File: config.mk
export PLATFORM = sky130hd
export DESIGN_NAME = irq_pend_ctrl
export DESIGN_NICKNAME = d
export VERILOG_FILES = /design/src/rtl/irqp_pkg.sv /design/src/rtl/irqp_cell.sv /design/src/rtl/irqp_timer.sv /design/src/rtl/irqp_maskreg.sv /design/src/rtl/irq_pend_ctrl.sv
export SDC_FILE = /design/constraint.sdc
export NUM_CORES = 1
export LEC_CHECK = 0
export CAP_MARGIN = 5
export CORE_ASPECT_RATIO = 0.8
export CORE_UTILIZATION = 39
export CTS_CLUSTER_DIAMETER = 100
export DETAILED_ROUTE_END_ITERATION = 16
export DONT_BUFFER_PORTS = 1
export PLACE_DENSITY = 0.59
export SETUP_SLACK_MARGIN = 0.05
export SLEW_MARGIN = 10
export SYNTH_ARGS = -nofsm -noshare
export SYNTH_HDL_FRONTEND = slang
export SYNTH_HIERARCHICAL = 1
export SYNTH_SLANG_ARGS = --single-unit
export TNS_END_PERCENT = 1
File: constraint.sdc
create_clock -name clk -period 2.5 [get_ports clk]
set_clock_uncertainty 0.15 [all_clocks]
set_input_delay 0.75 -clock clk [delete_from_list [all_inputs] [get_ports clk]]
set_output_delay 0.75 -clock clk [all_outputs]
set_load 0.05 [all_outputs]
File: src/rtl/irqp_pkg.sv
package irqp_pkg;
  localparam int DEF_LINES = 32;
  localparam int DEF_TW    = 32;

  // one-hot select of a single line in a vector of n lines
  function automatic logic [DEF_LINES-1:0] line_bit(input int idx);
    logic [DEF_LINES-1:0] v;
    v = '0;
    v[idx] = 1'b1;
    return v;
  endfunction
endpackage

File: src/rtl/irqp_cell.sv
module irqp_cell #(
  parameter bit KEEP = 1'b1,   // 1: pulse line held until acknowledge, 0: level line
  parameter bit DEAD = 1'b0,   // 1: line removed from service
  parameter bit EN   = 1'b1    // interrupt support present
) (
  input  logic clk,
  input  logic rst,
  input  logic raw,
  input  logic clr,
  input  logic tev,
  output logic pend_n,
  output logic pend_q
);
  // held state survives only on pulse lines and only when not being cleared
  logic held;
  assign held   = KEEP && pend_q && !clr;
  assign pend_n = EN && !DEAD && (held || raw || tev);

  always_ff @(posedge clk) begin
    if (rst) pend_q <= 1'b0;
    else     pend_q <= pend_n;
  end
endmodule

File: src/rtl/irqp_timer.sv
module irqp_timer #(
  parameter int TW = 32,
  parameter bit EN = 1'b1
) (
  input  logic          clk,
  input  logic          rst,
  input  logic          wr_en,
  input  logic [TW-1:0] wr_val,
  output logic [TW-1:0] count,
  output logic          tick
);
  localparam logic [TW-1:0] ONE = TW'(1);

  logic [TW-1:0] cnt_q, cnt_n;

  always_comb begin
    if (!EN)                cnt_n = '0;
    else if (wr_en)         cnt_n = wr_val;
    else if (cnt_q != '0)   cnt_n = cnt_q - ONE;
    else                    cnt_n = cnt_q;
  end

  // a load in the last cycle pre-empts the expiry
  assign tick  = EN && !wr_en && (cnt_q == ONE);
  assign count = cnt_q;

  always_ff @(posedge clk) begin
    if (rst) cnt_q <= '0;
    else     cnt_q <= cnt_n;
  end
endmodule

File: src/rtl/irqp_maskreg.sv
module irqp_maskreg #(
  parameter int NLINES = 32
) (
  input  logic              clk,
  input  logic              rst,
  input  logic              wr_en,
  input  logic [NLINES-1:0] wr_val,
  output logic [NLINES-1:0] mask_n,
  output logic [NLINES-1:0] mask_q
);
  assign mask_n = wr_en ? wr_val : mask_q;

  always_ff @(posedge clk) begin
    if (rst) mask_q <= '1;
    else     mask_q <= mask_n;
  end
endmodule

File: src/rtl/irq_pend_ctrl.sv
module irq_pend_ctrl #(
  parameter int                           NLINES       = irqp_pkg::DEF_LINES,
  parameter int                           TW           = irqp_pkg::DEF_TW,
  parameter logic [irqp_pkg::DEF_LINES-1:0] LATCH_MASK   = '1,
  parameter logic [irqp_pkg::DEF_LINES-1:0] DISABLE_MASK = '0,
  parameter bit                           IRQ_EN       = 1'b1,
  parameter int                           TIMER_LINE   = 0
) (
  input  logic              clk,
  input  logic              rst,
  input  logic [NLINES-1:0] irq_lines,
  input  logic              ack_valid,
  input  logic [NLINES-1:0] ack_vec,
  input  logic              tmr_wr_en,
  input  logic [TW-1:0]     tmr_wr_val,
  input  logic              mask_wr_en,
  input  logic [NLINES-1:0] mask_wr_val,
  output logic [NLINES-1:0] pending,
  output logic              irq_req,
  output logic [TW-1:0]     tmr_count
);
  logic              tick;
  logic [NLINES-1:0] clr_vec;
  logic [NLINES-1:0] pend_n;
  logic [NLINES-1:0] rt_mask_n;
  logic [NLINES-1:0] rt_mask;
  logic              req_q;

  assign clr_vec = ack_valid ? ack_vec : '0;

  irqp_timer #(.TW(TW), .EN(IRQ_EN)) u_timer (
    .clk    (clk),
    .rst    (rst),
    .wr_en  (tmr_wr_en),
    .wr_val (tmr_wr_val),
    .count  (tmr_count),
    .tick   (tick)
  );

  irqp_maskreg #(.NLINES(NLINES)) u_mask (
    .clk    (clk),
    .rst    (rst),
    .wr_en  (mask_wr_en),
    .wr_val (mask_wr_val),
    .mask_n (rt_mask_n),
    .mask_q (rt_mask)
  );

  for (genvar i = 0; i < NLINES; i++) begin : g_line
    localparam bit IS_TMR = (i == TIMER_LINE);
    irqp_cell #(
      .KEEP (LATCH_MASK[i]),
      .DEAD (DISABLE_MASK[i]),
      .EN   (IRQ_EN)
    ) u_cell (
      .clk    (clk),
      .rst    (rst),
      .raw    (irq_lines[i]),
      .clr    (clr_vec[i]),
      .tev    (IS_TMR ? tick : 1'b0),
      .pend_n (pend_n[i]),
      .pend_q (pending[i])
    );
  end

  // request registered from next-state values so it lines up with pending
  always_ff @(posedge clk) begin
    if (rst) req_q <= 1'b0;
    else     req_q <= |(pend_n & ~rt_mask_n);
  end
  assign irq_req = req_q;
endmodule

==> flow_summary.json <==
{
  "status": "completed",
  "worst_setup_path_start_kind": "flop",
  "rsz0062_at_grt": "true",
  "grt_remaining_overflow": 0,
  "gp_congestion": 0.8866,
  "wl_met1_mm": 6.439,
  "area_growth_pct": 15.65,
  "die_w_um": 134.4,
  "grt_max_degree": 76,
  "synth-main-ff-cell": "dfxtp_1",
  "synth_common_cells": "97 x dfxtp_1, 57 x nor2_1, 43 x nand2_1",
  "die-height_um": 107.9,
  "post-route-min-period_ns": 2.407,
  "clk_pin_slew_worst_paths_ns": 0.07,
  "nFillCells": 1357,
  "crit_buf_inv": 1,
  "setup_viol": 0,
  "tightest_slew_ns": 0.9703,
  "post-place-cells": 832,
  "ioPinCount": 198,
  "grt_pass1_wl_mm": 22.59,
  "critPathKind": "flop to flop",
  "synth_top_cell_by_area": "dfxtp_1",
  "synth.top_cells.by_area": "dfxtp_1 36%, mux2_4 8.2%, nand2b_4 8.1%",
  "yosys.cell_count.top_type": "dfxtp_1",
  "totalWireLength_mm": 14.47,
  "num_vias": 4263,
  "crit_chain": "or4_1, or3_1, buf_4, nor4_1, xor2_1, o211a_1",
  "tritoncts": "yes",
  "worstHoldPathType": "input port to flop",
  "syn_avg_cell_area_um2": 9.159,
  "yosys_warnings": 6,
  "synth_top_area_share_pct": 35.51,
  "io_buffers": 0,
  "syn_inst": 597,
  "num_rows": 38,
  "ff2ff_setup_slack_ns": 0.09,
  "first_pass_iters": 4,
  "wl_met3_mm": 1.271,
  "grt_use_total_pct": 20.35,
  "ir_drop_mv": 0.3116,
  "ys_types": 58,
  "cpPeakStageDelay_ns": 0.56,
  "slew_headroom_pct": 35.08,
  "hold_viol": 0,
  "core_um2": 13600,
  "drive_gt1_share_pct": 27.54,
  "drcViolationCount": 0,
  "leakage_nw": 2.935,
  "start_util_pct": 40.21,
  "post_cts.repair.setup_buffers": 0,
  "first_iter_violations": 232,
  "hold-worst-slack_ns": 0.3069,
  "wire_per_inst_um": 17.05,
  "synth_edf_count": 0,
  "cts.sinks": 97,
  "critPathCaptureType": "flop",
  "async_flop_share_pct": 0,
  "placed_cell_area_um2": 6028,
  "worstPathArrival_ns": 2.50,
  "power_density_nw_per_um2": 644.1,
  "antenna_found_initial": 1,
  "clockBufferDepth": 2,
  "cp_max_fo": 8,
  "ant_nets": 0,
  "netlist_area_um2": 5468,
  "cts_max_level": 3,
  "period_share_pct": 96.28,
  "insertion_delay_ns": 0.35,
  "path_delay_family": "simple AND/OR/NAND/NOR gates",
  "numCtsBuffers": 9,
  "avgViaCountPerCell": 5.021,
  "final_max_slew_viol_count": 0,
  "grt_pass1_vias": 4247,
  "top_layer_used": "met4",
  "dieArea_um2": 14500,
  "critPathSlowestCell": "or4_1",
  "dr_wl_met2_mm": 6.510,
  "max_cap_viol_count": 0,
  "synth-seq-cells": 97,
  "cp.required_ns": 2.59,
  "ys_seq_area_share_pct": 35.51,
  "fin_nets": 798,
  "cts-root-buf": "clkbuf_16",
  "final_area_um2": 6324,
  "fmax_mhz": 415.4,
  "dp_hpwl_mm": 10.84,
  "layout.cells.non_filler": 849
}
[through the flow]
stage / util (%) / setup TNS, ns / power [mW] / worst slack [ns]
floorplan: - / -0.1145 / 2.576 / -0.07023
global placement: 44.33 / 0 / 2.740 / 0.1658
detailed placement: 44.33 / 0 / 2.755 / 0.1556
CTS: 46.44 / 0 / 4.123 / 0.1290
global route: 46.49 / -0.005836 / 4.279 / -0.005836
finish: 46.50 / 0 / 4.073 / 0.09290
[sequential cells by signal (all words and copies together), names as in the netlist]
signal and flops:
g_line.u_cell/pend_q 32, u_timer/count 32, u_mask/mask_q 32, irq_req 1
[where the power goes]
| part | total [mW] | switching, mW | internal, mW |
|---|---|---|---|
| clock | 1.35 | 0.656 | 0.694 |
| combinational | 0.854 | 0.475 | 0.378 |
| sequential | 1.87 | 0.214 | 1.66 |
| total | 4.07 | 1.34 | 2.73 |
[layout make-up]
cell class	count	area, um2	area share [%]
clock buffer	9	225.2	3.562
tap	180	225.2	3.562
sequential	97	1958	30.97
multi-input combinational	467	3326	52.59
antenna	1	2.502	0.03957
inverter	36	135.1	2.137
timing repair buffer	52	390.4	6.173
clock inverter	7	61.31	0.9695
[metal layers]
metal / vias up / global-route usage [%]
li1: 2132 / -
met2: 143 / 31.87
met3: 20 / 8.239
met4: 0 / 6.180
met5: - / 0
met1: 1968 / 25.60
[cell families after synthesis]
logic type / count (synthesis) / synth area share (%)
buffers and inverters: 63 / 5.950
XOR/XNOR: 16 / 2.563
multiplexers: 35 / 9.199
flip-flops: 97 / 35.51
AO/OA/AOI/OAI: 101 / 13.98
other: 1 / 0.06858
AND/OR/NAND/NOR: 282 / 32.27
adder cells (fa/ha/maj): 2 / 0.4576
[what timing repair did]
action                     in CTS  in global routing
gates resized for setup         0                  1
setup endpoints to repair       0                  4
hold buffers                    0                  0
[placed cells by master, fill, tap and decap left out, drive strengths merged, types with 3 or more instances in the layout]
cell type | synthesis | final
nand2b | 49 | 49
mux2 | 32 | 32
clkbuf | 17 | 9
nor4 | 19 | 19
mux2i | 3 | 3
or4 | 3 | 3
dfxtp | 97 | 97
or3 | 9 | 9
nor2 | 57 | 57
and3 | 3 | 3
o31ai | 3 | 3
o22ai | 17 | 17
nand2 | 43 | 43
o211a | 12 | 12
nor3 | 18 | 18
a21oi | 46 | 46
buf | 10 | 52
xnor2 | 3 | 3
inv | 36 | 40
conb | 1 | 31
and2 | 33 | 33
xor2 | 13 | 13
o21ai | 8 | 8
or2 | 37 | 37
[worst paths after layout]
| check | startpoint | end | cells after the start |
|---|---|---|---|
| setup / recovery | u_timer/count[4]$_SDFFE_PP0P_ | u_timer/count[25]$_SDFFE_PP0P_ | 6 |
| hold / removal | rst | g_line[16].u_cell/pend_q$_SDFF_PP0_ | 1 |
| setup reg to reg | u_timer/count[4]$_SDFFE_PP0P_ | u_timer/count[25]$_SDFFE_PP0P_ | 6 |
| hold reg to reg | g_line[17].u_cell/pend_q$_SDFF_PP0_ | g_line[17].u_cell/pend_q$_SDFF_PP0_ | 2 |
No activity file was read; power rests on OpenSTA's default activity.
